===== config.mk =====
export PLATFORM = sky130hd
export DESIGN_NAME = irq_flag_unit
export DESIGN_NICKNAME = d
export VERILOG_FILES = /design/src/rtl/irqf_pkg.sv /design/src/rtl/irqf_edge_sync.sv /design/src/rtl/irqf_collide.sv /design/src/rtl/irqf_flag_bank.sv /design/src/rtl/irq_flag_unit.sv
export SDC_FILE = /design/constraint.sdc
export NUM_CORES = 1
export LEC_CHECK = 0
export ABC_CLOCK_PERIOD_IN_PS = 1750
export BUFFER_PORTS_ARGS = -buffer_cell sky130_fd_sc_hd__buf_4
export CAP_MARGIN = 20
export CORE_MARGIN = 2
export CORE_UTILIZATION = 54
export DETAILED_ROUTE_END_ITERATION = 8
export PLACE_DENSITY = 0.83
export SLEW_MARGIN = 20
export SYNTH_ARGS = -nofsm -noshare
export SYNTH_HDL_FRONTEND = slang
export SYNTH_SLANG_ARGS = --single-unit

===== constraint.sdc =====
create_clock -name clk -period 1.75 [get_ports clk]
set_input_delay 0.4375 -clock clk [delete_from_list [all_inputs] [get_ports clk]]
set_output_delay 0.4375 -clock clk [all_outputs]
set_load 0.01 [all_outputs]

===== src/rtl/irqf_pkg.sv =====
// Package: shared constants for the interrupt flag unit.
// Assumes an 8-bit register bus and the fixed flag bit layout below.
package irqf_pkg;
    localparam int DATA_W     = 8;
    localparam int NUM_ASYNC  = 6;

    // Flag bit positions (software decodes these)
    localparam int FB_XFER    = 0;
    localparam int FB_RTC     = 1;
    localparam int FB_COL0    = 2;
    localparam int FB_COL1    = 3;
    localparam int FB_BUTTON  = 4;
    localparam int FB_WAKE    = 5;
    localparam int FB_PLLUP   = 6;
    localparam int FB_PLLDN   = 7;

    // Register addresses
    localparam int ADR_FLAGS  = 0;
    localparam int ADR_LINES  = 1;
    localparam int ADR_MASK   = 2;

    // Bit position of the watchdog restart command in the lines register
    localparam int WD_BIT     = 7;

    // Maps asynchronous event index to its flag bit
    function automatic int async_flag_bit(input int idx);
        case (idx)
            0:       return FB_XFER;
            1:       return FB_RTC;
            2:       return FB_BUTTON;
            3:       return FB_WAKE;
            4:       return FB_PLLUP;
            default: return FB_PLLDN;
        endcase
    endfunction
endpackage


===== src/rtl/irqf_edge_sync.sv =====
// Module: irqf_edge_sync
// Brings one asynchronous level into the clock domain through STAGES
// flops, then emits a one-cycle pulse on its rising edge.
// Assumes STAGES >= 2 and inputs that stay stable for at least two cycles.
module irqf_edge_sync #(
    parameter int STAGES = 2
) (
    input  logic clk,
    input  logic rst_n,
    input  logic async_in,
    output logic rise_pulse
);
    localparam int CHAIN_W = STAGES + 1;

    logic [CHAIN_W-1:0] chain;

    // Synchronizer chain plus one history flop for edge detection
    always_ff @(posedge clk) begin
        if (!rst_n) chain <= '0;
        else        chain <= {chain[CHAIN_W-2:0], async_in};
    end

    // Rising edge of the synchronized level
    assign rise_pulse = chain[STAGES-1] & ~chain[STAGES];

    // an edge produces exactly one pulse
    a_r2_single_pulse: assert property (@(posedge clk) disable iff (!rst_n)
        rise_pulse |=> !rise_pulse)
        else $error("a_r2_single_pulse");
endmodule


===== src/rtl/irqf_collide.sv =====
// Module: irqf_collide
// Detects the two flash/compute-engine collisions in the current cycle.
// Assumes all four inputs are synchronous to the register clock.
module irqf_collide (
    input  logic       flash_wr_req,
    input  logic       flash_wr_busy,
    input  logic       ce_busy,
    input  logic       ce_pass_start,
    output logic [1:0] col_hit
);
    // Bit 0: write requested into a busy engine; bit 1: pass starts mid-write
    always_comb begin
        col_hit[0] = flash_wr_req  & ce_busy;
        col_hit[1] = ce_pass_start & flash_wr_busy;
    end
endmodule


===== src/rtl/irqf_flag_bank.sv =====
// Module: irqf_flag_bank
// Sticky flag register. Hardware sets, software clears by writing 0s.
// A written 1 keeps the flag. A set in the same cycle as a clear wins.
module irqf_flag_bank #(
    parameter int WIDTH = 8
) (
    input  logic             clk,
    input  logic             rst_n,
    input  logic [WIDTH-1:0] set_vec,
    input  logic             clr_we,
    input  logic [WIDTH-1:0] clr_data,
    output logic [WIDTH-1:0] flags
);
    logic [WIDTH-1:0] keep_mask;

    // Bits to keep: all of them unless a write names them with 0
    always_comb keep_mask = clr_we ? clr_data : '1;

    // Flag update: clear first, then OR in new events
    always_ff @(posedge clk) begin
        if (!rst_n) flags <= '0;
        else        flags <= (flags & keep_mask) | set_vec;
    end

    // any set event is visible after the edge, whatever was written
    a_r5_set_wins: assert property (@(posedge clk) disable iff (!rst_n)
        (|set_vec) |=> ((flags & $past(set_vec)) == $past(set_vec)))
        else $error("a_r5_set_wins");

    // without a write no flag drops
    a_r3_hold: assert property (@(posedge clk) disable iff (!rst_n)
        !clr_we |=> ((flags & $past(flags)) == $past(flags)))
        else $error("a_r3_hold");

    // a set flag written with 1 stays set
    a_r4_one_keeps: assert property (@(posedge clk) disable iff (!rst_n)
        clr_we |=> ((flags & $past(flags & clr_data)) == $past(flags & clr_data)))
        else $error("a_r4_one_keeps");
endmodule


===== src/rtl/irq_flag_unit.sv =====
// Module: irq_flag_unit (top)
// Interrupt flag byte, live interrupt-line byte with watchdog restart,
// and interrupt enable mask on a simple register bus.
// Assumes one bus access per cycle and combinational reads.
module irq_flag_unit
    import irqf_pkg::*;
#(
    parameter int ADDR_W      = 2,
    parameter int NUM_EXT     = 7,
    parameter int SYNC_STAGES = 2
) (
    input  logic               clk,
    input  logic               rst_n,
    input  logic [ADDR_W-1:0]  reg_addr,
    input  logic [DATA_W-1:0]  reg_wdata,
    input  logic               reg_we,
    output logic [DATA_W-1:0]  reg_rdata,
    input  logic               ev_xfer,
    input  logic               ev_rtc,
    input  logic               ev_button,
    input  logic               ev_autowake,
    input  logic               ev_pll_up,
    input  logic               ev_pll_down,
    input  logic               flash_wr_req,
    input  logic               flash_wr_busy,
    input  logic               ce_busy,
    input  logic               ce_pass_start,
    input  logic [NUM_EXT-1:0] ext_irq_lines,
    output logic               wd_restart,
    output logic               irq_out
);
    localparam int PAD_W = DATA_W - NUM_EXT;

    logic [NUM_ASYNC-1:0] ev_level;
    logic [NUM_ASYNC-1:0] ev_pulse;
    logic [1:0]           col_hit;
    logic [DATA_W-1:0]    set_vec;
    logic [DATA_W-1:0]    irq_flags;
    logic [DATA_W-1:0]    irq_mask;
    logic                 wr_flags;
    logic                 wr_lines;
    logic                 wr_mask;

    // Event levels in async index order
    assign ev_level = {ev_pll_down, ev_pll_up, ev_autowake,
                       ev_button, ev_rtc, ev_xfer};

    // One synchronizer and edge detector per asynchronous event
    for (genvar g = 0; g < NUM_ASYNC; g++) begin : g_sync
        irqf_edge_sync #(.STAGES(SYNC_STAGES)) u_sync (
            .clk       (clk),
            .rst_n     (rst_n),
            .async_in  (ev_level[g]),
            .rise_pulse(ev_pulse[g])
        );
    end

    irqf_collide u_collide (
        .flash_wr_req (flash_wr_req),
        .flash_wr_busy(flash_wr_busy),
        .ce_busy      (ce_busy),
        .ce_pass_start(ce_pass_start),
        .col_hit      (col_hit)
    );

    // Assemble per-bit set requests in flag layout
    always_comb begin
        set_vec = '0;
        for (int i = 0; i < NUM_ASYNC; i++)
            set_vec[async_flag_bit(i)] = ev_pulse[i];
        set_vec[FB_COL0] = col_hit[0];
        set_vec[FB_COL1] = col_hit[1];
    end

    // Write decode
    always_comb begin
        wr_flags = reg_we && (reg_addr == ADDR_W'(ADR_FLAGS));
        wr_lines = reg_we && (reg_addr == ADDR_W'(ADR_LINES));
        wr_mask  = reg_we && (reg_addr == ADDR_W'(ADR_MASK));
    end

    irqf_flag_bank #(.WIDTH(DATA_W)) u_bank (
        .clk     (clk),
        .rst_n   (rst_n),
        .set_vec (set_vec),
        .clr_we  (wr_flags),
        .clr_data(reg_wdata),
        .flags   (irq_flags)
    );

    // Enable mask register
    always_ff @(posedge clk) begin
        if (!rst_n)       irq_mask <= '0;
        else if (wr_mask) irq_mask <= reg_wdata;
    end

    // Watchdog restart: one-cycle pulse after a qualifying write
    always_ff @(posedge clk) begin
        if (!rst_n) wd_restart <= 1'b0;
        else        wd_restart <= wr_lines & reg_wdata[WD_BIT];
    end

    // Read mux; the lines byte is unregistered
    always_comb begin
        case (reg_addr)
            ADDR_W'(ADR_FLAGS): reg_rdata = irq_flags;
            ADDR_W'(ADR_LINES): reg_rdata = {{PAD_W{1'b0}}, ext_irq_lines};
            ADDR_W'(ADR_MASK):  reg_rdata = irq_mask;
            default:            reg_rdata = '0;
        endcase
    end

    // Interrupt request from enabled flags
    assign irq_out = |(irq_flags & irq_mask);

    // write into busy engine records collision 0
    a_r6_col0: assert property (@(posedge clk) disable iff (!rst_n)
        (flash_wr_req && ce_busy) |=> irq_flags[FB_COL0])
        else $error("a_r6_col0");

    // pass start during flash write records collision 1
    a_r7_col1: assert property (@(posedge clk) disable iff (!rst_n)
        (ce_pass_start && flash_wr_busy) |=> irq_flags[FB_COL1])
        else $error("a_r7_col1");

    // a restart pulse always traces back to a qualifying write
    a_r9_kick_source: assert property (@(posedge clk) disable iff (!rst_n)
        wd_restart |-> $past(reg_we && reg_addr == ADDR_W'(ADR_LINES) && reg_wdata[WD_BIT]))
        else $error("a_r9_kick_source");

    // a zero mask keeps the request low
    a_r10_masked_quiet: assert property (@(posedge clk) disable iff (!rst_n)
        (irq_mask == '0) |-> !irq_out)
        else $error("a_r10_masked_quiet");
endmodule


---- Word-level counts from Yosys, hierarchy flattened ----
Cells that the tools add are included.
Widths: inputs -> output; s select.
storage, ports and cells
  output and inout bits ................... 10
  register bits after elaboration ......... 35
cells by class
  equality and inequality tests ........... 2
  bitwise operators ....................... 18
  reduce and logical (&&, ||, !) cells .... 5
  multiplexer cells ....................... 2
operators by type and width
  cell                count
  $pmux 8 s3          1
  $and 8x8->8         2
  $and 1x1->1         9
  $mux 8              1
  $or 8x8->8          1
  $reduce_or 8->1     1
  $not 1->1           6
  $logic_and 1x1->1   3
  $eq 2x1->1 const B  1
  $eq 2x2->1 const B  1
  $logic_not 2->1     1

---- Depth between registers and ports, before layout ----
  word-level depth ........................ 5
  depth in mapped cells ................... 6

---- Hierarchy ----
Synthesis repeated with hierarchy kept, for this count alone.
second synthesis, totals
  cells, all modules ...................... 142
  area, all modules ....................... 1,476.4 um2
by module, submodules not included
  module          area an instance (um2)  seq. area each (um2)  instances  cells an instance
  irq_flag_unit   578.1                   180.2                 1          66
  irqf_edge_sync  92.6                    60.1                  6          7
  irqf_flag_bank  330.3                   160.2                 1          32
  irqf_collide    12.5                    0.0                   1          2

---- Least setup slack after synthesis ----
Ideal clock, no wire load.
  kind .................................... input to output
  start point ............................. input port reg_addr[0]
  end point ............................... output port reg_rdata[0]
  arrival time ............................ 0.957 ns
  path buffers ............................ 1
  data required time ...................... 1.312 ns
  setup slack ............................. 0.355 ns
  stages .................................. 4
  cells stage by stage .................... nor2b_1 > clkbuf_1 > nand2_1 > o21ai_0
between the ends
  word-level cells in the longest chain between the ends .. 2
  elaborated cells on any way between the ends .. 4
RTL lines
  what                                line                  text
  start: declaration                  irq_flag_unit.sv:14   input logic [ADDR_W-1:0] reg_addr,
  $eq 2x2->1 (tied with other cells)  irq_flag_unit.sv:105  case (reg_addr)
  $pmux 8 s3 *                        irq_flag_unit.sv:105
  end: declaration                    irq_flag_unit.sv:17   output logic [DATA_W-1:0] reg_rdata,
Every way passes the cells marked *; elsewhere a longest branch is shown, timed or not.

---- Worst setup path after layout ----
Ends and elaborated chain as after synthesis.

==> impl_results.md <==
- Outcome: finished, final reports clean
- Top-area cell type share of the netlist area: about half
- FF+latch count, synth: 35
- Pwr/cell area: between 800 and 900 nW/um^2
- Final Cycle Share: 94.0%
- Hpwl dp: ~1800 um
- Pin count of the biggest net entering global routing: 44
- Placement Setup Slack: -0.0207 ns
- CTS Buffer Depth: 2
- CTS root buf: clkbuf_4
- P_int: 1.08 mW
- CP max stage delay: 0.31 ns
- Transition time of the tightest slew-check pin: roughly 0.48 ns
- Sequential group share of total power: roughly 60%
- PnR worst setup slack: about 0.11 ns
- Period minus WS final: approximately 1.6 ns
- Ports: 40
- GR Util met2: a little under a third
- Finished Core Util: a little over two thirds
- Minimum hold slack: 0.316 ns
- Design area: about 1700 sq um
- Post-place instance area: around 1700 sq um
- Syn Nets: about 170
- Inst Count DP: a little over 200
- GR Util met1: 21.3%
- Final Skew: ~0.005 ns
- Avg Cell Area, Syn: about 9.6 sq um
- Fin. Hold Viols: 0
- Worst vdd ir: 678 uV
- Gate power share: 11.7%
- Die width: 54.6 um
- Worst Setup SP: reg_addr[0]
- First DRT Iteration DRCs: 21
- Total power: roughly 1.4 mW
- Port buffer count: 39
- Net Sw Frac: between 20% and 30%
- Clock latency at the later pin of the worst-skew pair: roughly 0.32 ns
- Setup crit end kind: output pin
- Worst path most repeated cell: buf_4
- Slowest CP cell: nor2b_2
- RD Place Congestion: 0.713
- Die area: approximately 3000 sq um
- Commonest non-fill, non-tap cells in the layout: buf_4, dfxtp_1, and2_1, nand2_1, o21ai_0
- Unrepaired setup endpoints after global routing: no
- Clock power share: between 20% and 30%
- # DRC: 0
- Synth area leader: dfxtp_1
- TritonCTS Sinks: 35
- Vias per std cell: roughly 5.2
- Initial antenna violation count: 0
- Tot GR Track Use: about a fifth
- MaxCap Viol Count: 0
- Cells taking the most area after synthesis: dfxtp_1, and2_1, mux2i_1
- Startpoint types: input port
- First-pass GRT wire length: 3850 um
- Worst r2r src: u_bank.flags[6]
- Antenna Nets Post-Route: 0
- Min-Delay Path Class: in -> reg
- Post-CTS Hold Fix Bufs: 0
- CP max FO: 11
- Yosys cell types: 20
- RR Endpoint: u_bank.flags[6]
- P&R area growth vs syn: 23.3%
- R2r worst-path depth: 2
- WL final: around 2500 um
- Initial Util: ~56%
- Synthesized instance count: 144
- CTS tree: yes
- Setup tns final: 0 ns
- Slew HR: approximately two thirds
- R2r setup slk: between 1 and 1.5 ns
- Synth Cell Area: around 1400 sq um
- Reported net switching power: about 0.33 mW
- P_leak: ~0.72 nW
- Cell chain of the critical path: buf_4 -> nor2b_2 -> nand2_1 -> o21ai_0 -> buf_4
- Via count of the first global-routing pass: 947
- Wire length per cell: 11.6 um
- CORE AREA: around 2500 sq um
- Critical Setup Path Class: in -> out
- Max-slew violations: 0
- Post-synthesis sequential area ratio: around half
- H-tree lvl count: 2
- Detailed-route via count: between 1000 and 1500
- WP data required: between 1 and 1.5 ns
- Pre-Repair DR Iteration Count: 4
- Leading cell type in the layout, fill and taps excluded: buf_4
- Final setup viols: 0
- Die height: 54.6 um
- Peak Freq: 608 MHz
- Critical Path Sink: reg_rdata[0]
- FP Rows: 18
- Grt ovf: 0
- Final nets: 210
- Yosys warns: 0
- Diodes inserted: 0
- Post-Layout Cell Count: between 200 and 250
- Clk slew on worst S/H paths: 0.09 ns
- Busiest grt layer: met2
- GR Util met3: 7.38%
- TritonCTS buffer count: 5
- Worst Path Arrival: roughly 1.2 ns
- Share of cells above drive strength 1: 30.4%
==> Yosys cell counts (all sizes together) <==
cell    count
and2       18
clkbuf      6
a21boi      8
and3b       1
nand4       1
o21ai      23
dfxtp      35
nand2      17
buf         5
nor2        1
nand2b      6
nor2b       1
and4        1
or3b        1
a22oi       4
mux2i       8
nand3       8
==> kinds of logic after synthesis <==
| logic type | Yosys count | share of synthesized area, % |
|---|---|---|
| buf+inv | 11 | 4.98 |
| simple gates | 55 | 21.5 |
| mux | 8 | 5.80 |
| flops | 35 | 50.7 |
| compound gates | 35 | 17.0 |
==> metal layers <==
layer	routed length, um	up-vias
met5	0	-
met4	47	0
met3	178	4
met2	1180	38
met1	1060	506
li1	-	556
==> worst max-delay path, delay by kind of cell <==
| family | cells | cell delay (ns) |
|---|---|---|
| AND/OR/NAND/NOR | 2 | 0.40 |
| AO/OA/AOI/OAI | 1 | 0.09 |
| buffers and inverters | 2 | 0.28 |
==> timing repair <==
item / 4_1_cts / 5_1_grt
setup endpoints to repair: 2 / 0
resized for setup: 1 / 0
setup buffers: 0 / 0
==> power groups by stage <==
| stage | Clock [mW] | Combinational (mW) | Sequential (mW) |
|---|---|---|---|
| after floorplan | 0 | 0.0896 | 0.862 |
| after global placement | 0 | 0.161 | 0.865 |
| after detailed placement | 0 | 0.166 | 0.867 |
| after CTS | 0.419 | 0.167 | 0.849 |
| after global routing | 0.451 | 0.184 | 0.853 |
| final | 0.399 | 0.165 | 0.849 |
==> how the worst min path moves through the flow <==
stage | depth (start not counted) | start | slack [ns] | endpoint
floorplan | 1 | g_sync[0].u_sync.chain[0] | 0.41 | g_sync[0].u_sync.chain[1]
global placement | 1 | g_sync[5].u_sync.chain[0] | 0.41 | g_sync[5].u_sync.chain[1]
detailed placement | 1 | g_sync[4].u_sync.chain[0] | 0.42 | g_sync[4].u_sync.chain[1]
CTS | 2 | ev_pll_up | 0.30 | g_sync[4].u_sync.chain[0]
global route | 2 | ev_pll_down | 0.30 | g_sync[5].u_sync.chain[0]
finish | 2 | ev_rtc | 0.32 | g_sync[1].u_sync.chain[0]
==> area by class of cell <==
cell class                      instances  area (sq um)
Clock buffer                            7          45.0
Multi-Input combinational cell         98           614
Timing Repair Buffer                   40           300
Fill cell                             219           752
Clock inverter                          1          5.00
Sequential cell                        35           701
Tap cell                               30          37.5
==> state kept, by name, indices dropped and copies added (netlist names) <==
signal	count
irq_mask	8
wd_restart	1
u_bank.flags	8
g_sync.u_sync.chain	18
(Power assumes the default switching activity.)
